==> src/rtl/pwr_pkg.sv <==
package pwr_pkg;

  typedef enum logic [1:0] {
    PM_RUN  = 2'd0,
    PM_HALT = 2'd1,
    PM_STOP = 2'd2,
    PM_WAKE = 2'd3
  } pm_state_e;

  // The divided internal clock runs only while the oscillator is settled and on
  function automatic logic clocks_alive(input pm_state_e s);
    return (s == PM_RUN) || (s == PM_HALT);
  endfunction

endpackage

==> src/rtl/pwr_op_decode.sv <==
module pwr_op_decode #(
  parameter logic [7:0] NOP_OP  = 8'hFF,
  parameter logic [7:0] HALT_OP = 8'h7F,
  parameter logic [7:0] STOP_OP = 8'h6F
) (
  input  logic       clk,
  input  logic       rst_n,
  input  logic       instr_valid,
  input  logic [7:0] instr_op,
  input  logic       in_run,
  output logic       halt_req,
  output logic       stop_req
);

  logic nop_prev;
  logic boundary_ok;

  // Remembers whether the last accepted opcode drained the pipeline
  always_ff @(posedge clk or negedge rst_n) begin
    if (!rst_n)          nop_prev <= 1'b0;
    else if (instr_valid) nop_prev <= (instr_op == NOP_OP);
  end

  assign boundary_ok = in_run && instr_valid && nop_prev;
  assign halt_req    = boundary_ok && (instr_op == HALT_OP);
  assign stop_req    = boundary_ok && (instr_op == STOP_OP);


  one_request_chk: assert property (@(posedge clk) disable iff (!rst_n)
    !(halt_req && stop_req));

endmodule

==> src/rtl/pwr_clk_div.sv <==
module pwr_clk_div #(
  parameter int SCALE_W = 2
) (
  input  logic               clk,
  input  logic               rst_n,
  input  logic               active,
  input  logic               scale_wr,
  input  logic [SCALE_W-1:0] scale_in,
  output logic               tick
);

  localparam int DIV_CW = (1 << SCALE_W) - 1;

  // Last count value of a period for a given scale: 2^s - 1
  function automatic logic [DIV_CW-1:0] last_count(input logic [SCALE_W-1:0] s);
    logic [DIV_CW:0] span;
    span = {{DIV_CW{1'b0}}, 1'b1} << s;
    return DIV_CW'(span - 1'b1);
  endfunction

  logic [SCALE_W-1:0] scale_req;
  logic [SCALE_W-1:0] scale_act;
  logic [DIV_CW-1:0]  cnt;
  logic               period_end;
  logic               adopt_ok;

  assign period_end = (cnt == last_count(scale_act));
  assign tick       = active && period_end;
  assign adopt_ok   = !active || period_end;

  always_ff @(posedge clk or negedge rst_n) begin
    if (!rst_n) begin
      scale_req <= '0;
      scale_act <= '0;
      cnt       <= '0;
    end else begin
      if (scale_wr) scale_req <= scale_in;
      if (adopt_ok) begin
        cnt       <= '0;
        scale_act <= scale_req;
      end else begin
        cnt <= cnt + 1'b1;
      end
    end
  end


  cnt_in_period_chk: assert property (@(posedge clk) disable iff (!rst_n)
    cnt <= last_count(scale_act));


  scale_at_boundary_chk: assert property (@(posedge clk) disable iff (!rst_n)
    (scale_act != $past(scale_act)) |-> $past(adopt_ok));

endmodule

==> src/rtl/pwr_mode_fsm.sv <==
module pwr_mode_fsm
  import pwr_pkg::*;
#(
  parameter int          STAB_CYCLES = 16,
  parameter logic [15:0] RESET_VEC   = 16'h000C
) (
  input  logic        clk,
  input  logic        rst_n,
  input  logic        halt_req,
  input  logic        stop_req,
  input  logic        irq_wake,
  input  logic        rst_wake,
  output pm_state_e   state,
  output pm_state_e   nxt_state,
  output logic        resume_stb,
  output logic        resume_in_place,
  output logic [15:0] restart_vec
);

  localparam int             WCW       = (STAB_CYCLES > 1) ? $clog2(STAB_CYCLES) : 1;
  localparam logic [WCW-1:0] WAKE_LAST = WCW'(STAB_CYCLES - 1);

  logic [WCW-1:0] wake_cnt;
  logic           stab_done;
  logic           wake_evt;
  logic           wake_here;

  assign stab_done = (wake_cnt == WAKE_LAST);

  always_comb begin
    nxt_state = state;
    wake_evt  = 1'b0;
    wake_here = 1'b0;
    case (state)
      PM_RUN: begin
        if (halt_req)      nxt_state = PM_HALT;
        else if (stop_req) nxt_state = PM_STOP;
      end
      PM_HALT: begin
        if (rst_wake) begin
          nxt_state = PM_RUN;
          wake_evt  = 1'b1;
        end else if (irq_wake) begin
          nxt_state = PM_RUN;
          wake_evt  = 1'b1;
          wake_here = 1'b1;
        end
      end
      PM_STOP: begin
        if (rst_wake) nxt_state = PM_WAKE;
      end
      PM_WAKE: begin
        if (stab_done) begin
          nxt_state = PM_RUN;
          wake_evt  = 1'b1;
        end
      end
      default: nxt_state = PM_RUN;
    endcase
  end

  always_ff @(posedge clk or negedge rst_n) begin
    if (!rst_n) begin
      state           <= PM_RUN;
      wake_cnt        <= '0;
      resume_stb      <= 1'b0;
      resume_in_place <= 1'b0;
      restart_vec     <= RESET_VEC;
    end else begin
      state      <= nxt_state;
      resume_stb <= wake_evt;
      if (state == PM_WAKE) wake_cnt <= wake_cnt + 1'b1;
      else                  wake_cnt <= '0;
      if (wake_evt) begin
        resume_in_place <= wake_here;
        restart_vec     <= wake_here ? 16'h0000 : RESET_VEC;
      end
    end
  end


  irq_resume_chk: assert property (@(posedge clk) disable iff (!rst_n)
    (state == PM_HALT && irq_wake && !rst_wake) |=> (resume_stb && resume_in_place && state == PM_RUN));


  restart_vec_chk: assert property (@(posedge clk) disable iff (!rst_n)
    (resume_stb && !resume_in_place) |-> (restart_vec == RESET_VEC));


  rst_priority_chk: assert property (@(posedge clk) disable iff (!rst_n)
    (state == PM_HALT && rst_wake && irq_wake) |=> (resume_stb && !resume_in_place));


  stop_holds_chk: assert property (@(posedge clk) disable iff (!rst_n)
    (state == PM_STOP && !rst_wake) |=> (state == PM_STOP && !resume_stb));


  settle_len_chk: assert property (@(posedge clk) disable iff (!rst_n)
    (resume_stb && $past(state) == PM_WAKE) |-> ($past(wake_cnt) == WAKE_LAST));

endmodule

==> src/rtl/pwr_mode_ctrl.sv <==
module pwr_mode_ctrl
  import pwr_pkg::*;
#(
  parameter int          SCALE_W     = 2,
  parameter int          STAB_CYCLES = 16,
  parameter logic [15:0] RESET_VEC   = 16'h000C,
  parameter logic [7:0]  NOP_OP      = 8'hFF,
  parameter logic [7:0]  HALT_OP     = 8'h7F,
  parameter logic [7:0]  STOP_OP     = 8'h6F
) (
  input  logic               clk,
  input  logic               rst_n,
  input  logic               instr_valid,
  input  logic [7:0]         instr_op,
  input  logic               irq_wake,
  input  logic               ext_reset_req,
  input  logic               wdt_timeout,
  input  logic               scale_wr,
  input  logic [SCALE_W-1:0] scale_in,
  output logic               cpu_clk_en,
  output logic               periph_clk_en,
  output logic               osc_en,
  output logic               resume_stb,
  output logic               resume_in_place,
  output logic [15:0]        restart_vec
);

  pm_state_e state;
  pm_state_e nxt_state;
  logic      halt_req;
  logic      stop_req;
  logic      rst_wake;
  logic      in_run;
  logic      div_active;
  logic      div_tick;

  assign rst_wake   = ext_reset_req || wdt_timeout;
  assign in_run     = (state == PM_RUN);
  assign div_active = clocks_alive(state);

  pwr_op_decode #(
    .NOP_OP  (NOP_OP),
    .HALT_OP (HALT_OP),
    .STOP_OP (STOP_OP)
  ) u_decode (
    .clk         (clk),
    .rst_n       (rst_n),
    .instr_valid (instr_valid),
    .instr_op    (instr_op),
    .in_run      (in_run),
    .halt_req    (halt_req),
    .stop_req    (stop_req)
  );

  pwr_clk_div #(
    .SCALE_W (SCALE_W)
  ) u_div (
    .clk      (clk),
    .rst_n    (rst_n),
    .active   (div_active),
    .scale_wr (scale_wr),
    .scale_in (scale_in),
    .tick     (div_tick)
  );

  pwr_mode_fsm #(
    .STAB_CYCLES (STAB_CYCLES),
    .RESET_VEC   (RESET_VEC)
  ) u_fsm (
    .clk             (clk),
    .rst_n           (rst_n),
    .halt_req        (halt_req),
    .stop_req        (stop_req),
    .irq_wake        (irq_wake),
    .rst_wake        (rst_wake),
    .state           (state),
    .nxt_state       (nxt_state),
    .resume_stb      (resume_stb),
    .resume_in_place (resume_in_place),
    .restart_vec     (restart_vec)
  );

  // Registered enables: each is a clean full-cycle level for a downstream clock gate
  always_ff @(posedge clk or negedge rst_n) begin
    if (!rst_n) begin
      cpu_clk_en    <= 1'b0;
      periph_clk_en <= 1'b0;
      osc_en        <= 1'b1;
    end else begin
      cpu_clk_en    <= div_tick && (nxt_state == PM_RUN);
      periph_clk_en <= div_tick && clocks_alive(nxt_state);
      osc_en        <= (nxt_state != PM_STOP);
    end
  end


  cpu_needs_periph_chk: assert property (@(posedge clk) disable iff (!rst_n)
    cpu_clk_en |-> periph_clk_en);


  halt_keeps_osc_chk: assert property (@(posedge clk) disable iff (!rst_n)
    (state == PM_HALT) |-> (osc_en && !cpu_clk_en));


  osc_off_quiet_chk: assert property (@(posedge clk) disable iff (!rst_n)
    !osc_en |-> (!cpu_clk_en && !periph_clk_en));

endmodule

==> config.mk <==
export PLATFORM = sky130hd
export DESIGN_NAME = pwr_mode_ctrl
export DESIGN_NICKNAME = d
export VERILOG_FILES = /design/src/rtl/pwr_pkg.sv /design/src/rtl/pwr_op_decode.sv /design/src/rtl/pwr_clk_div.sv /design/src/rtl/pwr_mode_fsm.sv /design/src/rtl/pwr_mode_ctrl.sv
export SDC_FILE = /design/constraint.sdc
export NUM_CORES = 1
export LEC_CHECK = 0
export BUFFER_PORTS_ARGS = -buffer_cell sky130_fd_sc_hd__buf_2
export CORE_MARGIN = 5
export CORE_UTILIZATION = 48
export DETAILED_ROUTE_END_ITERATION = 10
export HOLD_SLACK_MARGIN = 0.06
export PLACE_DENSITY = 0.77
export REMOVE_ABC_BUFFERS = 1
export SLEW_MARGIN = 10
export SYNTH_ARGS = -nofsm -noshare
export SYNTH_HDL_FRONTEND = slang
export SYNTH_HIERARCHICAL = 1
export SYNTH_SLANG_ARGS = --single-unit
==> constraint.sdc <==
create_clock -name clk -period 1.8 [get_ports clk]
set_clock_uncertainty 0.05 [all_clocks]
set_input_delay 0.18 -clock clk [delete_from_list [all_inputs] [get_ports clk]]
set_output_delay 0.18 -clock clk [all_outputs]
set_load 0.01 [all_outputs]
==> implementation parameters <==
Parameter                              Value

Clock tree
  Max Root-Sink Buffers ... 2
  Clk Latency, worst-skew pair ... 0.30 ns
  TritonCTS clock tree ... done
  Clock input transition at the sequential cells of the worst setup and hold paths ... 0.12 ns
  H-tree lvl count ... 1
  Clock sink count ... 20
  Number of instances resized during post-cts repair ... 0
  Root Buffer ... sky130_fd_sc_hd__clkbuf_4
  Total CTS buffers ... 3

Route
  Average via count per standard cell ... 5.151
  ANT nets after route ... 0
  Final wirelength ... 2014 um
  DRT iter0 DRCs ... 24
  Number of iterations in the first detailed-routing pass ... 4
  Drt drc ... 0
  Total vias in the final route ... 819
  WL/cell ... 12.67 um

Synthesis
  Total number of yosys warnings ... 6
  Post-Synthesis Mean Instance Area ... 10.64 um^2
  Syn Inst Count ... 102
  Number of register bits inferred by synthesis ... 20
  Share of synthesized area occupied by flip-flops and latches ... 46.37%
  Count of flip-flops with a built-in enable after synthesis ... 0
  Post-synthesis cell type count ... 42
  Ys async rst share ... 100.0%
  Ys flop type ... sky130_fd_sc_hd__dfrtp_1
  Cell area after synthesis ... 1085 um^2

Critical path
  Cells traversed along the worst timing path ... or3_2 > nor3_2 > a211oi_1 > nor2_1 > nor3b_2
  Critical path type ... flop to flop
  Critical path peak fanout ... 4
  Instance count on the critical path ... 5
  Internal reg-to-reg setup slack ... 0.19 ns
  Startpoint types ... flop
  Capturing element type of the critical path ... flop
  Reg-to-reg critical path endpoint ... cpu_clk_en
  FF-to-FF Start ... u_div/scale_act[1]
  Arrival time reported for the critical path endpoint ... 1.80 ns
  Path depth of the worst reg2reg path ... 5
  Timing startpoint of the critical path ... u_div/scale_act[1]
  CP required ... 1.99 ns
  Cell family with the largest share of critical-path delay ... simple AND/OR/NAND/NOR gates
  Critical Path Max Stage Delay ... 0.51 ns
  Buffering stage count on the worst path with inverters included ... 0
  Critical path capture point ... cpu_clk_en
  Slowest-stage cell, CP ... sky130_fd_sc_hd__or3_2

STA
  Hold Vio Cnt, Final ... 0
  Max Clock Freq ... 620.9 MHz
  Post-route fraction of the period consumed by the critical path ... 89.47%
  Final-report setup violation count ... 0
  Crit path time final ... 1.610 ns
  Max Transition Viols Final ... 0
  Sum of negative setup slack ... 0 ns
  Setup repair after global routing missed its margin ... no

Layout
  Post-layout util ... 57.62%
  Count of nets after finishing ... 151
  Antenna Diode Count ... 0
  FF+latch area ... 503.0 um^2
  Commonest non-fill, non-tap cell in the layout ... sky130_fd_sc_hd__buf_2
  Fraction of final layout cells with drive strength greater than 1 ... 31.30%
  Post-layout instance count excluding filler cells ... 159
  Commonest non-fill, non-tap cells in the layout ... sky130_fd_sc_hd__buf_2, sky130_fd_sc_hd__dfrtp_1, sky130_fd_sc_hd__conb_1
  Multi-input gate area in the final layout ... 483.0 um^2
  Fill cells ... 182
  Area growth from synthesis to layout ... 16.38%
  Final instance area ... 1262 um^2

Floorplan
  Number of cell rows ... 17
  Vert. Die Dim ... 57.54 um
  Initial Utilization ... 49.51%
  Die area ... 3311 um^2
  Core region area ... 2191 um^2
  Overall die width ... 57.54 um
  Top-Level Pins ... 38

Power
  Share of power burned in registers ... 45.3%
  Pwr per Cell Area ... 1073 nW/um^2
  Switching portion of total power ... 30.09%
  Total leakage power ... 0.0006312 uW
  Gate power share ... 27.6%
  Clock group share of total power ... 27.0%
  Highest ir drop seen on vdd ... 0.5255 mV
  Cell-internal power ... 947.3 uW
  Psw ... 407.7 uW

Place
  Placer Congestion ... 0.8232
  Placed instance count ... 151
  Port buffer count ... 23
  HPWL Detailed ... 1534 um
  Dpl cell area ... 1170 um^2

GRT
  Global router's overall resource usage ... 13.32%
  Antenna violations before repair ... 0
  Via count of the first global-routing pass ... 834
  First-pass GRT wire length ... 3463 um
  Pin count of the biggest net entering global routing ... 21
  Residual overflow from global routing ... 0

Run status
  Result of the run ... finished clean

Job
  Max-cap violation count ... 0

Hold path
  Hold/Removal Path Class ... input port to flop
==> power by group through the flow <==
stage | combinational (uW) | sequential [uW] | clock [uW]
4_1_cts | 373 | 613 | 372
6_report | 375 | 614 | 366
5_1_grt | 422 | 630 | 385
3_3_place_gp | 347 | 617 | 0
2_1_floorplan | 264 | 612 | 0
3_5_place_dp | 364 | 623 | 0
==> per-layer routing <==
| layer | vias up | wire length (um) | part of all wire, % | global-route usage [%] |
|---|---|---|---|---|
| met5 | - | 0 | 0 | 0 |
| li1 | 392 | - | - | - |
| met3 | 4 | 105 | 5.2 | 1.584 |
| met1 | 400 | 823 | 41 | 15.46 |
| met4 | 0 | 42 | 2.1 | 8.278 |
| met2 | 23 | 1042 | 52 | 23.06 |
==> worst min path at each step <==
| stage | start | end | slack, ns | depth (start not counted) |
|---|---|---|---|---|
| finish | scale_wr | u_div/scale_req[0] | 0.09 | 2 |
| global route | scale_wr | u_div/scale_req[1] | 0.08 | 2 |
| CTS | scale_wr | u_div/scale_req[0] | 0.08 | 2 |
| detailed placement | rst_n | u_div/scale_req[0] | 0.1 | 1 |
| global placement | rst_n | u_div/scale_req[1] | 0.1 | 1 |
| floorplan | rst_n | cpu_clk_en | -0.17 | 0 |
==> state kept, by name, summed over array words and instances (netlist names) <==
signal / cells
u_div/cnt: 3
u_div/scale_act: 2
u_fsm/resume_stb: 1
u_fsm/state: 2
u_fsm/wake_cnt: 4
osc_en: 1
u_div/scale_req: 2
u_decode/nop_prev: 1
cpu_clk_en: 1
u_fsm/restart_vec: 1
u_fsm/resume_in_place: 1
periph_clk_en: 1
==> layout make-up <==
| class | count | area share (%) |
|---|---|---|
| Sequential cell | 20 | 39.84 |
| Inverter | 5 | 1.487 |
| Multi-Input combinational cell | 73 | 38.26 |
| Clock inverter | 1 | 2.379 |
| Tap cell | 28 | 2.775 |
| Clock buffer | 3 | 1.784 |
| Timing Repair Buffer | 29 | 13.48 |
==> cells by family (layout without fill, tap and decap cells) <==
logic type / after synthesis / count (layout) / share of synthesized area, %
flops: 20 / 20 / 46.37
buf+inv: 22 / 38 / 13.61
compound gates: 13 / 13 / 10.50
simple gates: 38 / 38 / 21.45
xor+xnor: 3 / 3 / 2.423
mux: 3 / 3 / 2.999
other cells: 1 / 14 / 0.3457
fa+ha+maj: 2 / 2 / 2.306
==> synth_stat cells, types with 2 or more instances <==
library cell,n,area [um^2]
sky130_fd_sc_hd__buf_4,15,112.6
sky130_fd_sc_hd__o21a_1,2,15.01
sky130_fd_sc_hd__xnor2_1,3,26.28
sky130_fd_sc_hd__nand3_1,5,25.02
sky130_fd_sc_hd__dfstp_2,2,52.55
sky130_fd_sc_hd__nor3b_1,2,15.01
sky130_fd_sc_hd__ha_1,2,25.02
sky130_fd_sc_hd__mux2_2,2,22.52
sky130_fd_sc_hd__nand2_1,4,15.01
sky130_fd_sc_hd__dfrtp_1,18,450.4
sky130_fd_sc_hd__nor4b_1,2,17.52
sky130_fd_sc_hd__nor2_1,7,26.28
sky130_fd_sc_hd__inv_1,5,18.77
sky130_fd_sc_hd__a32o_1,3,30.03
sky130_fd_sc_hd__nor4_1,2,12.51
sky130_fd_sc_hd__nand3b_1,2,15.01
==> what timing repair did <==
item	4_1_cts	5_1_grt
endpoints found under the hold margin	21	0
buffers inserted	0	0
hold buffers	4	0
==> per-stage QoR <==
| stage | worst slack, ns | total power, uW | hold slack, ns |
|---|---|---|---|
| floorplan | 0.3436 | 876.0 | -0.1656 |
| global placement | 0.2946 | 963.7 | 0.09870 |
| detailed placement | 0.2241 | 987.4 | 0.09650 |
| CTS | 0.1965 | 1358 | 0.08133 |
| global route | 0.03555 | 1438 | 0.08199 |
| finish | 0.1895 | 1355 | 0.08519 |
==> worst register-to-register path: cells and delay by family (launching register included) <==
kind / cells / cell delay (ns)
AO/OA/AOI/OAI: 1 / 0.09
flip-flops: 1 / 0.42
AND/OR/NAND/NOR: 4 / 0.98
Power figures use the tool's default switching activity.
